===== config.mk =====
export PLATFORM = sky130hd
export DESIGN_NAME = shr_win_bridge
export DESIGN_NICKNAME = d
export VERILOG_FILES = /design/src/rtl/shr_win_pkg.sv /design/src/rtl/shr_win_regs.sv /design/src/rtl/shr_win_seq.sv /design/src/rtl/shr_win_bridge.sv
export SDC_FILE = /design/constraint.sdc
export NUM_CORES = 1
export LEC_CHECK = 0
export BUFFER_PORTS_ARGS = -buffer_cell sky130_fd_sc_hd__buf_2
export CAP_MARGIN = 15
export CORE_MARGIN = 2
export CORE_UTILIZATION = 51
export DETAILED_ROUTE_END_ITERATION = 6
export PLACE_DENSITY = 0.83
export SYNTH_ARGS = -nofsm -noshare
export SYNTH_HDL_FRONTEND = slang
export SYNTH_SLANG_ARGS = --single-unit

===== constraint.sdc =====
create_clock -name clk -period 1.6 [get_ports clk]
set_input_delay 0.48 -clock clk [delete_from_list [all_inputs] [get_ports clk]]
set_output_delay 0.48 -clock clk [all_outputs]
set_load 0.03 [all_outputs]

===== src/rtl/shr_win_pkg.sv =====
package shr_win_pkg;
  typedef enum logic [1:0] {
    CMD_NOP0 = 2'd0,
    CMD_NOP1 = 2'd1,
    CMD_RD   = 2'd2,
    CMD_WR   = 2'd3
  } shr_cmd_e;

  typedef enum logic [1:0] {
    ST_IDLE = 2'd0,
    ST_REQ  = 2'd1,
    ST_WAIT = 2'd2
  } shr_state_e;

  localparam int CMD_LSB = 28;
endpackage


===== src/rtl/shr_win_regs.sv =====
module shr_win_regs #(
  parameter int HOST_AW  = 8,
  parameter int DATA_W   = 32,
  parameter int CTRL_OFS = 'hEC,
  parameter int DATA_OFS = 'hF4
) (
  input  logic               clk,
  input  logic               rst,
  input  logic               wr_en_i,
  input  logic               rd_en_i,
  input  logic [HOST_AW-1:0] addr_i,
  input  logic [DATA_W-1:0]  wdata_i,
  input  logic               idle_i,
  input  logic               load_i,
  input  logic [DATA_W-1:0]  load_data_i,
  output logic [DATA_W-1:0]  rdata_o,
  output logic [DATA_W-1:0]  ctrl_o,
  output logic [DATA_W-1:0]  data_o,
  output logic               launch_o
);
  import shr_win_pkg::*;

  localparam logic [HOST_AW-1:0] CTRL_A = HOST_AW'(CTRL_OFS);
  localparam logic [HOST_AW-1:0] DATA_A = HOST_AW'(DATA_OFS);

  logic ctrl_wr, data_wr, rd_take;
  shr_cmd_e new_cmd;

  assign ctrl_wr  = wr_en_i && idle_i && (addr_i == CTRL_A);
  assign data_wr  = wr_en_i && idle_i && (addr_i == DATA_A);
  assign rd_take  = rd_en_i && idle_i;
  assign new_cmd  = shr_cmd_e'(wdata_i[CMD_LSB +: 2]);
  assign launch_o = ctrl_wr && (new_cmd == CMD_RD || new_cmd == CMD_WR);

  always_ff @(posedge clk) begin
    if (rst) begin
      ctrl_o <= '0;
    end else if (ctrl_wr) begin
      ctrl_o <= wdata_i;
    end
  end

  always_ff @(posedge clk) begin
    if (rst) begin
      data_o <= '0;
    end else if (load_i) begin
      data_o <= load_data_i;
    end else if (data_wr) begin
      data_o <= wdata_i;
    end
  end

  always_ff @(posedge clk) begin
    if (rst) begin
      rdata_o <= '0;
    end else if (rd_take) begin
      if (addr_i == CTRL_A)      rdata_o <= ctrl_o;
      else if (addr_i == DATA_A) rdata_o <= data_o;
      else                       rdata_o <= '0;
    end
  end

  // the data register moves only through a host write or a bank answer
  data_src_chk: assert property (@(posedge clk) disable iff (rst)
    !$stable(data_o) |-> ($past(data_wr) || $past(load_i)));


  ctrl_src_chk: assert property (@(posedge clk) disable iff (rst)
    !$stable(ctrl_o) |-> $past(wr_en_i && addr_i == CTRL_A));
endmodule


===== src/rtl/shr_win_seq.sv =====
module shr_win_seq (
  input  logic clk,
  input  logic rst,
  input  logic launch_i,
  input  logic we_i,
  input  logic gnt_i,
  input  logic rvalid_i,
  output logic idle_o,
  output logic req_o,
  output logic load_o
);
  import shr_win_pkg::*;

  shr_state_e state_q, state_d;

  always_comb begin
    state_d = state_q;
    unique case (state_q)
      ST_IDLE: if (launch_i) state_d = ST_REQ;
      ST_REQ:  if (gnt_i)    state_d = we_i ? ST_IDLE : ST_WAIT;
      ST_WAIT: if (rvalid_i) state_d = ST_IDLE;
      default:               state_d = ST_IDLE;
    endcase
  end

  always_ff @(posedge clk) begin
    if (rst) state_q <= ST_IDLE;
    else     state_q <= state_d;
  end

  assign idle_o = (state_q == ST_IDLE);
  assign req_o  = (state_q == ST_REQ);
  assign load_o = (state_q == ST_WAIT) && rvalid_i;


  req_hold_chk: assert property (@(posedge clk) disable iff (rst)
    (req_o && !gnt_i) |=> req_o);

  // a request only follows an accepted read or write command
  req_origin_chk: assert property (@(posedge clk) disable iff (rst)
    $rose(req_o) |-> $past(launch_i));
endmodule


===== src/rtl/shr_win_bridge.sv =====
module shr_win_bridge #(
  parameter int HOST_AW  = 8,
  parameter int DATA_W   = 32,
  parameter int OFS_W    = 16,
  parameter int CTRL_OFS = 'hEC,
  parameter int DATA_OFS = 'hF4
) (
  input  logic               clk,
  input  logic               rst,
  input  logic               host_wr_en,
  input  logic               host_rd_en,
  input  logic [HOST_AW-1:0] host_addr,
  input  logic [DATA_W-1:0]  host_wdata,
  output logic [DATA_W-1:0]  host_rdata,
  output logic               host_ready,
  output logic               shr_req,
  output logic               shr_we,
  output logic [OFS_W-1:0]   shr_addr,
  output logic [DATA_W-1:0]  shr_wdata,
  input  logic               shr_gnt,
  input  logic               shr_rvalid,
  input  logic [DATA_W-1:0]  shr_rdata
);
  import shr_win_pkg::*;

  logic [DATA_W-1:0] ctrl_q, data_q;
  logic launch, idle, load;

  shr_win_regs #(
    .HOST_AW(HOST_AW), .DATA_W(DATA_W),
    .CTRL_OFS(CTRL_OFS), .DATA_OFS(DATA_OFS)
  ) regs_i (
    .clk(clk), .rst(rst),
    .wr_en_i(host_wr_en), .rd_en_i(host_rd_en),
    .addr_i(host_addr), .wdata_i(host_wdata),
    .idle_i(idle), .load_i(load), .load_data_i(shr_rdata),
    .rdata_o(host_rdata), .ctrl_o(ctrl_q), .data_o(data_q),
    .launch_o(launch)
  );

  shr_win_seq seq_i (
    .clk(clk), .rst(rst),
    .launch_i(launch), .we_i(shr_we),
    .gnt_i(shr_gnt), .rvalid_i(shr_rvalid),
    .idle_o(idle), .req_o(shr_req), .load_o(load)
  );

  assign host_ready = idle;
  assign shr_addr   = ctrl_q[OFS_W-1:0];
  assign shr_we     = (ctrl_q[CMD_LSB +: 2] == CMD_WR);
  assign shr_wdata  = data_q;


  req_fields_chk: assert property (@(posedge clk) disable iff (rst)
    (shr_req && !shr_gnt) |=> ($stable(shr_addr) && $stable(shr_we) && $stable(shr_wdata)));


  busy_ready_chk: assert property (@(posedge clk) disable iff (rst)
    shr_req |-> !host_ready);


  reset_state_chk: assert property (@(posedge clk)
    $past(rst) |-> (host_ready && !shr_req && ctrl_q == '0 && data_q == '0));
endmodule


==> results.tsv, run 1 <==
stage	metric	value	unit
sta	relSlewSlack	0.697	
run_status	status	finished with violations	
clock_network	postCtsHoldBufs	0	
logic_synthesis	netlist_top_cells_area	dfxtp_1 40%, a311oi_1 12%, nand4_1 8.2%	
logic_synthesis	ys_types	27	
critical_path	cp.required	1.82	ns
die	initial_core_util	0.527	
global_routing	grt_max_degree	99	
cells_and_area	seq_area	0.00197	mm²
detailed_routing	drtIter0Drc	367	
logic_synthesis	synth_top_area_cell	dfxtp_1	
logic_synthesis	netlist.area_leader.share	0.403	
critical_path	cp.arrival	1.88	ns
global_routing	met1_usage	0.364	
global_routing	grtUsageTotal	0.275	
logic_synthesis	async_flop_share	0	
worst_hold_path	hold_class	input port to flop	
critical_path	crit_buf_inv	1	
global_routing	gr-usage-met2	0.443	
sta	skew	0.0124	ns
logic_synthesis	synth_cells	565	
critical_path	end_kind	flop	
sta	drv_slew	0	
cells_and_area	antennaDiodeCount	0	
run_status	violations	setup timing	
clock_network	cts_buffers	9	
die	die_w	102	µm
clock_network	htreeDepth	3	
pwr	p_per_area	779	mW/mm²
die	coreArea	0.00924	mm²
placed_design	placed_area	0.00571	mm²
cells_and_area	fin_nets	752	
global_routing	gr-total-overflow	0	
clock_network	clockBufferDepth	2	
cells_and_area	layout.cells.non_filler	808	
placed_design	dpl.hpwl	9290	µm
logic_synthesis	avgSynthCellArea	8.63	µm²
cells_and_area	n_fill_cell	770	
detailed_routing	drc	0	
critical_path	worstPathCellList	or3b_2, buf_12, o31ai_2, a311oi_2	
cells_and_area	finalInstanceArea	0.00615	mm²
pwr	power	0.00479	W
critical_path	crit_slowest_cell	or3b_2	
logic_synthesis	synth_edf_count	0	
logic_synthesis	ys.flop_type	dfxtp_1	
sta	rsz0062_at_grt	yes	
sta	period_share	1.04	
sta	max_slew.worst_pin.slew	0.455	ns
die	rows	35	
cells_and_area	multi_input_area	0.00250	mm²
clock_network	worstSkewPairLatency	0.36	ns
clock_network	clk_pin_slew	0.10	ns
logic_synthesis	synth_most_common_cell	dfxtp_1	
placed_design	place_inst	786	
critical_path	max_stage_delay	0.49	ns
detailed_routing	drt-wirelength-per-cell	19.4	µm
logic_synthesis	synth_commonest_cells	98 x dfxtp_1, 66 x nor2_1, 64 x a311oi_1, 64 x nand3_1, 64 x nand4_1	
cells_and_area	area_growth	26.2	%
global_routing	grt_pass1_vias	4622	
critical_path	worstSetupStartpointType	flop	
detailed_routing	drtAntennaViolNets	0	
sta	hold_viol_final	0	
global_routing	grt-busiest-layer	met2	
logic_synthesis	yosys_warnings	0	
global_routing	antenna_found_initial	0	
sta	timing.final.ws_setup	-0.0667	ns
logic_synthesis	synth_area	0.00487	mm²
clock_network	cts_root_buffer	clkbuf_8	
detailed_routing	dr.pass1.iters	5	
detailed_routing	vias	5264	
sta	max_freq	600	MHz
sta	setup_viol	5	
die	die_area	0.0104	mm²
die	die_y	102	µm
logic_synthesis	synth_seq_area_share	0.403	
sta	fin_crit	1.67	ns
job	cap_violations	0	
cells_and_area	drive_above_1_share	0.373	
clock_network	cts_sinks	98	
detailed_routing	drt-total-wl	15600	µm
detailed_routing	viasPerCell	6.51	
critical_path	cp_top_family	simple AND/OR/NAND/NOR gates	
critical_path	critical_path.max_fanout	64	
logic_synthesis	synth-seq-cells	98	
sta	whs	0.372	ns
critical_path	critical_path_class	flop to flop	
global_routing	grt_pass1_wl	23000	µm
global_routing	use_met3	0.0766	
logic_synthesis	syn-num-nets	643	
die	pin_count	161	
pwr	vdd_drop_max	0.402	mV
clock_network	cts_tree	done	
pwr	leakagePower	2.29	nW
critical_path	r2r_setup_slack	-0.07	ns
placed_design	gp_congestion	0.800	
placed_design	io_buffers	160	
-- metrics by stage --
| stage | util | setup TNS [ns] | setup WS, ns |
|---|---|---|---|
| after global routing | 0.666 | -1.39 | -0.132 |
| after CTS | 0.644 | -0.0729 | -0.0630 |
| after floorplan | - | 0 | 0.0723 |
| after detailed placement | 0.618 | -13.28 | -0.238 |
| final | 0.666 | -0.130 | -0.0667 |
| after global placement | 0.618 | -9.47 | -0.129 |
-- cells in the final DEF (no fill, tap or decap), drive strengths merged --
cell type  count
a21oi         33
a311oi        64
a31oi          1
and2b          1
and4b          2
and4bb         1
buf          191
bufinv         1
clkbuf        13
clkinv         5
dfxtp         98
inv            1
nand2          1
nand2b         1
nand3         64
nand3b         1
nand4         64
nand4b         2
nand4bb        1
nor2          66
nor3b          3
o31ai         64
or3b           1
-- cell families (layout without fill, tap and decap cells) --
group,count (synthesis),count (layout),share of synthesized area
AO/OA/AOI/OAI,162,162,0.260
buffers and inverters,97,211,0.114
flip-flops,98,98,0.403
AND/OR/NAND/NOR,208,208,0.223
-- tightest hold or removal path, cell delays in order --
cell and delay (ns):
buf_2 0.10, nand4_1 0.06, a21oi_1 0.05
-- final timing paths --
| path | cells past startpoint | start | endpoint |
|---|---|---|---|
| hold / removal | 3 | host_wdata[7] | regs_i.ctrl_o[7]$_SDFFE_PP0P_ |
| setup reg to reg | 4 | seq_i.state_q[1]$_SDFFE_PP0P_ | regs_i.data_o[4]$_SDFFE_PP0P_ |
| setup / recovery | 4 | seq_i.state_q[1]$_SDFFE_PP0P_ | regs_i.data_o[4]$_SDFFE_PP0P_ |
| hold reg to reg | 2 | regs_i.ctrl_o[19]$_SDFFE_PP0P_ | regs_i.ctrl_o[19]$_SDFFE_PP0P_ |
-- flip-flops by register name, indices dropped and copies added (netlist names) --
name	flops
regs_i.ctrl_o	32
regs_i.data_o	32
regs_i.rdata_o	32
seq_i.state_q	2
-- routing by layer --
| layer | share of wire | vias up |
|---|---|---|
| met1 | 0.40 | 2498 |
| met5 | 0 | - |
| li1 | - | 2400 |
| met2 | 0.47 | 331 |
| met4 | 0.025 | 0 |
| met3 | 0.11 | 35 |
-- report_power, final --
group | internal, W | switching, W | total (W) | leakage [nW]
clock | 0.000770 | 0.000902 | 0.00167 | 0.106
sequential | 0.00248 | 0.0000223 | 0.00250 | 0.797
combinational | 0.000214 | 0.000403 | 0.000617 | 1.39
-- what timing repair did --
item	in CTS	in global routing
setup endpoints to repair	5	77
pin swaps	0	2
setup buffers	2	1
cloned	0	3
gates resized for setup	7	31
-- cell type report --
class | count | share of cell area
repair buffers | 194 | 0.214
multi-input cells | 370 | 0.406
clock inverters | 6 | 0.0108
clock buffers | 10 | 0.0224
flip-flops and latches | 98 | 0.320
well taps | 129 | 0.0262
inverters | 1 | 0.000610
(Power assumes the default switching activity.)
==> inputs of run 2 (changes only) <==
==> constraint.sdc (replaced) <==
create_clock -name clk -period 1.6 [get_ports clk]
set_input_delay 0.08 -clock clk [delete_from_list [all_inputs] [get_ports clk]]
set_output_delay 0.08 -clock clk [all_outputs]
set_load 0.03 [all_outputs]
==> results.tsv, run 2 (synthesis results as in run 1) <==
stage	metric	value	unit	change
cells_and_area	layout_commonest_cell	buf_2		
critical_path	r2r_setup_slack	-0.02	ns	+0.04 ns
detailed_routing	viasPerCell	6.38		-2.0%
sta	period_share	1.01		-0.0279
placed_design	dpl.hpwl	9280	µm	about the same
critical_path	r2r_end	regs_i.ctrl_o[30]$_SDFFE_PP0P_		
run_status	violations	setup timing		
global_routing	grt_pass1_wl	24200	µm	+5.1%
cells_and_area	fin_nets	791		+5.2%
critical_path	r2r_cells	4		unchanged
sta	timing.final.ws_setup	-0.0221	ns	+0.0447 ns
critical_path	critical_path_class	flop to flop		
critical_path	worstSetupStartpointType	flop		
pwr	p_per_area	741	mW/mm²	-4.8%
sta	hold_viol_final	0		unchanged
clock_network	cts_root_buffer	clkbuf_8		
detailed_routing	drt-total-wl	16100	µm	+3.2%
placed_design	pre_cts_ws	-0.0339	ns	+0.204 ns
worst_hold_path	hold_class	input port to flop		
sta	skew	0.0169	ns	+0.00453 ns
detailed_routing	drt-wirelength-per-cell	19.1	µm	-1.5%
pwr	p_seq_frac	0.529		+0.007
die	die_area	0.0104	mm²	unchanged
clock_network	clockBufferDepth	2		unchanged
pwr	vdd_drop_max	0.472	mV	+17%
detailed_routing	drtIter0Drc	400		+9.0%
detailed_routing	drc	0		unchanged
sta	max_slew.worst_pin.slew	0.460	ns	+0.00443 ns
worst_hold_path	min_to	regs_i.data_o[12]$_SDFFE_PP0P_		
critical_path	cp.arrival	1.87	ns	about the same
cells_and_area	n_fill_cell	712		-7.5%
critical_path	cp.required	1.84	ns	+0.02 ns
global_routing	grt_pass1_vias	4879		+5.6%
pwr	swShare	0.287		+0.0100
cells_and_area	antennaDiodeCount	0		unchanged
run_status	status	finished with violations		
cells_and_area	seq_area	0.00196	mm²	-0.25%
die	rows	35		unchanged
global_routing	antenna_found_initial	0		unchanged
cells_and_area	finalCoreUtilization	0.691		+0.0252
cells_and_area	final_cell_mix	160 x buf_2, 98 x dfxtp_1, 66 x nor2_1		
cells_and_area	area_growth	31.0	%	
detailed_routing	vias	5407		+2.7%
clock_network	worstSkewPairLatency	0.37	ns	about the same
sta	fin_crit	1.62	ns	-0.0447 ns
detailed_routing	drtAntennaViolNets	0		unchanged
sta	drv_slew	0		unchanged
pwr	clockPowerShare	0.327		-0.022
die	die_y	102	µm	unchanged
clock_network	cts_sinks	98		unchanged
pwr	leakagePower	2.39	nW	+4.3%
global_routing	grtUsageTotal	0.289		+0.0135
cells_and_area	multi_input_area	0.00245	mm²	-1.8%
global_routing	grt_max_degree	99		unchanged
clock_network	clk_pin_slew	0.11	ns	about the same
clock_network	cts_buffers	9		unchanged
global_routing	gr-total-overflow	0		unchanged
worst_hold_path	worstHoldPathCells	3		unchanged
die	pin_count	161		unchanged
critical_path	r2r_start	seq_i.state_q[1]$_SDFFE_PP0P_		
pwr	power	0.00473	W	-1.2%
job	cap_violations	0		unchanged
clock_network	htreeDepth	3		unchanged
placed_design	gp_congestion	0.813		+1.6%
pwr	p_int	0.00337	W	-2.6%
pwr	combPwrFrac	0.144		+0.015
worst_hold_path	min_from	shr_rdata[12]		
critical_path	critical_path.max_fanout	19		-70%
clock_network	cts_tree	done		
cells_and_area	largestRegisters	regs_i.ctrl_o: 32 flops, regs_i.data_o: 32 flops, regs_i.rdata_o: 32 flops		
sta	relSlewSlack	0.694		-0.00296
sta	rsz0062_at_grt	yes		
die	initial_core_util	0.527		unchanged
die	die_w	102	µm	unchanged
cells_and_area	drive_above_1_share	0.325		-0.0481
die	coreArea	0.00924	mm²	unchanged
detailed_routing	dr.pass1.iters	5		unchanged
pwr	switching_power	0.00136	W	+2.3%
placed_design	io_buffers	160		unchanged
sta	setup_viol	4		-1
critical_path	end_kind	flop		
sta	max_freq	616	MHz	+2.8%
## run 2: layout make-up
class / instances / area share
multi-input combinational: 370 / 0.384
sequential: 98 / 0.307
timing repair buffer: 233 / 0.253
tap: 129 / 0.0253
clock buffer: 10 / 0.0216
clock inverter: 6 / 0.00784
inverter: 1 / 0.000588
## run 2: critical path, stage by stage, from the launching register on
cell and delay [ns]:
dfxtp_1 0.33, or3b_2 0.52, buf_4 0.25, o31ai_1 0.27, a21oi_1 0.12
## run 2: worst max-delay path by stage
| stage | from | endpoint | slack, ns | depth (start not counted) |
|---|---|---|---|---|
| after global routing | seq_i.state_q[1]$_SDFFE_PP0P_ | regs_i.ctrl_o[30]$_SDFFE_PP0P_ | -0.05 | 4 |
| after global placement | seq_i.state_q[1]$_SDFFE_PP0P_ | regs_i.data_o[24]$_SDFFE_PP0P_ | 0.10 | 5 |
| after CTS | seq_i.state_q[1]$_SDFFE_PP0P_ | regs_i.data_o[21]$_SDFFE_PP0P_ | -0.03 | 5 |
| final | seq_i.state_q[1]$_SDFFE_PP0P_ | regs_i.ctrl_o[30]$_SDFFE_PP0P_ | -0.02 | 4 |
| after detailed placement | seq_i.state_q[1]$_SDFFE_PP0P_ | regs_i.data_o[8]$_SDFFE_PP0P_ | -0.03 | 4 |
| after floorplan | seq_i.state_q[1]$_SDFFE_PP0P_ | regs_i.data_o[17]$_SDFFE_PP0P_ | 0.18 | 5 |
## run 2: what timing repair did
item,4_1_cts,5_1_grt
setup buffers,0,3
gates cloned,0,3
pin swaps,0,1
endpoints found under the setup margin,9,37
resized for setup,2,19
hold buffers,45,0
endpoints found under the hold margin,49,0
## run 2: through the flow
stage | TNS [ns] | cells | instance area [µm²] | hold slack (ns)
2_1_floorplan | 0 | 565 | 4870 | 0.230
6_report | -0.0408 | 847 | 6380 | 0.0111
3_3_place_gp | 0 | 780 | 5590 | 0.348
5_1_grt | -0.406 | 847 | 6380 | 0.00891
3_5_place_dp | -0.0558 | 780 | 5590 | 0.352
4_1_cts | -0.0320 | 841 | 6240 | 0.000556
## run 2: metal layers
layer	vias to the layer above	track usage	part of all wire
li1	2483	-	-
met1	2558	0.376	0.40
met2	332	0.472	0.49
met3	34	0.0587	0.089
met4	0	0.109	0.023
met5	-	0	0
## run 2: power groups by stage
stage          sequential, W  combinational [W]  clock (W)
4_1_cts              0.00250           0.000632    0.00155
6_report             0.00250           0.000683    0.00155
3_3_place_gp         0.00256           0.000530          0
2_1_floorplan        0.00263           0.000251          0
5_1_grt              0.00251           0.000717    0.00166
3_5_place_dp         0.00256           0.000544          0
==> inputs of run 3 (changes only) <==
Settings changed: PLACE_DENSITY 0.83 to not set, PLACE_DENSITY_LB_ADDON set to 0.25.
==> results.tsv, run 3 (synthesis results as in run 1) <==
stage	metric	value	unit	change
global_routing	grt-busiest-layer	met2		
pwr	vdd_drop_max	0.480	mV	+1.7%
cells_and_area	area_growth	33.2	%	
detailed_routing	drt-total-wl	16000	µm	-1.1%
global_routing	use_met3	0.0663		+0.00759
worst_hold_path	worstHoldPathCells	3		unchanged
clock_network	cts_buffers	9		unchanged
sta	hold_viol_final	0		unchanged
sta	drv_slew	0		unchanged
run_status	violations	setup timing		
worst_hold_path	min_from	shr_rdata[13]		
pwr	leakagePower	2.45	nW	+2.3%
critical_path	end_kind	flop		
pwr	p_int	0.00385	W	+14%
sta	timing.final.ws_setup	-0.00547	ns	+0.0166 ns
pwr	p_per_area	797	mW/mm²	+7.6%
critical_path	r2r_cells	4		unchanged
detailed_routing	drtIter0Drc	457		+14%
critical_path	cp.arrival	1.84	ns	-0.03 ns
sta	max_freq	623	MHz	+1.0%
sta	fin_crit	1.61	ns	-0.0166 ns
die	rows	35		unchanged
pwr	combPwrFrac	0.135		-0.009
pwr	p_seq_frac	0.483		-0.046
critical_path	critical_path_class	flop to flop		
global_routing	grt_pass1_wl	24400	µm	+0.77%
job	cap_violations	0		unchanged
detailed_routing	drt-wirelength-per-cell	18.8	µm	-1.5%
global_routing	met1_usage	0.385		+0.00895
cells_and_area	fin_nets	793		+0.25%
die	die_y	102	µm	unchanged
clock_network	cts_sinks	98		unchanged
critical_path	critical_path.max_fanout	18		-1
sta	skew	0.00941	ns	-0.00751 ns
detailed_routing	drtAntennaViolNets	0		unchanged
cells_and_area	layout_commonest_cell	buf_2		
detailed_routing	drc	0		unchanged
global_routing	grt_max_degree	65		-34%
clock_network	cts_root_buffer	clkbuf_8		
cells_and_area	n_fill_cell	754		+5.9%
placed_design	dpl.hpwl	9190	µm	-0.95%
critical_path	r2r_start	seq_i.state_q[1]$_SDFFE_PP0P_		
sta	rsz0062_at_grt	yes		
sta	relSlewSlack	0.705		+0.0118
pwr	switching_power	0.00133	W	-2.4%
run_status	status	finished with violations		
placed_design	place_inst	780		unchanged
cells_and_area	drive_above_1_share	0.317		-0.00785
sta	period_share	1.00		-0.0104
critical_path	worstSetupStartpointType	flop		
pwr	swShare	0.256		-0.0309
die	initial_core_util	0.527		unchanged
global_routing	gr-total-overflow	0		unchanged
die	die_w	102	µm	unchanged
placed_design	io_buffers	160		unchanged
clock_network	worstSkewPairLatency	0.37	ns	about the same
detailed_routing	vias	5370		-0.68%
die	coreArea	0.00924	mm²	unchanged
global_routing	antenna_found_initial	1		+1
critical_path	r2r_end	regs_i.data_o[2]$_SDFFE_PP0P_		
global_routing	grtUsageTotal	0.294		+0.00584
cells_and_area	largestRegisters	regs_i.ctrl_o: 32 flops, regs_i.data_o: 32 flops, regs_i.rdata_o: 32 flops		
worst_hold_path	min_to	regs_i.data_o[13]$_SDFFE_PP0P_		
cells_and_area	layout.cells.non_filler	850		+0.35%
die	pin_count	161		unchanged
clock_network	htreeDepth	3		unchanged
pwr	power	0.00517	W	+9.4%
placed_design	gp_congestion	0.828		+1.8%
pwr	clockPowerShare	0.382		+0.055
global_routing	gr-usage-met2	0.478		+0.00658
sta	setup_viol	1		-3
global_routing	grt_pass1_vias	4870		-0.18%
die	die_area	0.0104	mm²	unchanged
sta	whs	0.00768	ns	-0.00342 ns
clock_network	clockBufferDepth	2		unchanged
clock_network	cts_tree	done		
clock_network	clk_pin_slew	0.10	ns	about the same
worst_hold_path	hold_class	input port to flop		
detailed_routing	dr.pass1.iters	5		unchanged
sta	final.setup.tns	-0.00547	ns	+0.0353 ns
placed_design	pre_cts_ws	0.0228	ns	+0.0567 ns
detailed_routing	viasPerCell	6.32		-1.0%
sta	max_slew.worst_pin.slew	0.442	ns	-0.0176 ns
critical_path	cp.required	1.83	ns	about the same
critical_path	r2r_setup_slack	-0.005	ns	+0.02 ns
cells_and_area	final_cell_mix	160 x buf_2, 98 x dfxtp_1, 66 x nor2_1		
## run 3: cell types whose count changed in the layout (fill, tap and decap cells not counted), moves of 2 or more
cell / before / now
clkbuf_4: 2 / 0
dlygate4sd3_1: 45 / 50
bufinv_16: 0 / 3
buf_4: 13 / 11
## run 3: area by class of cell
type | count | area, µm² | area share
inverters | 1 | 3.75 | 0.000578
repair buffers | 235 | 1680 | 0.258
well taps | 129 | 161 | 0.0249
clock buffers | 10 | 138 | 0.0212
clock inverters | 6 | 113 | 0.0173
multi-input cells | 370 | 2430 | 0.375
flip-flops and latches | 98 | 1960 | 0.302
diodes | 1 | 2.50 | 0.000386
## run 3: timing repair
action                                 in CTS  in global routing
endpoints found under the hold margin      51                  0
gates cloned                                1                  1
hold buffers                               50                  0
pin swaps                                   0                  1
setup endpoints to repair                   1                 41
buffers inserted                            0                  1
gates resized for setup                     1                 10
## run 3: metal layers
layer	vias up	part of all wire
met5	-	0
met4	0	0.020
met3	33	0.088
met2	294	0.49
met1	2559	0.40
li1	2484	-
## run 3: how the worst max path moves through the flow
stage                                             start  cells after the start                             end
after floorplan           seq_i.state_q[1]$_SDFFE_PP0P_                      5  regs_i.data_o[17]$_SDFFE_PP0P_
after CTS                 seq_i.state_q[1]$_SDFFE_PP0P_                      4  regs_i.data_o[17]$_SDFFE_PP0P_
after global placement    seq_i.state_q[1]$_SDFFE_PP0P_                      4   regs_i.data_o[5]$_SDFFE_PP0P_
after detailed placement  seq_i.state_q[1]$_SDFFE_PP0P_                      5  regs_i.data_o[17]$_SDFFE_PP0P_
after global routing      seq_i.state_q[1]$_SDFFE_PP0P_                      4  regs_i.ctrl_o[14]$_SDFFE_PP0P_
final                     seq_i.state_q[1]$_SDFFE_PP0P_                      4   regs_i.data_o[2]$_SDFFE_PP0P_
## run 3: power by group through the flow
stage                     sequential, W  combinational [W]  clock, W
final                           0.00250           0.000699   0.00198
after global routing            0.00250           0.000737   0.00209
after CTS                       0.00250           0.000669   0.00199
after detailed placement        0.00256           0.000558         0
after global placement          0.00255           0.000552         0
after floorplan                 0.00263           0.000251         0
## run 3: worst max-delay path, cell delays in order, from the launching register on
cell,delay [ns]
dfxtp_1,0.32
or3b_2,0.53
buf_6,0.20
o31ai_1,0.27
a311oi_1,0.15
## run 3: per-stage QoR
step                 util  cell area (µm²)
global route        0.703             6490
finish              0.703             6490
CTS                 0.693             6410
global placement    0.608             5620
floorplan               -             4870
detailed placement  0.608             5620
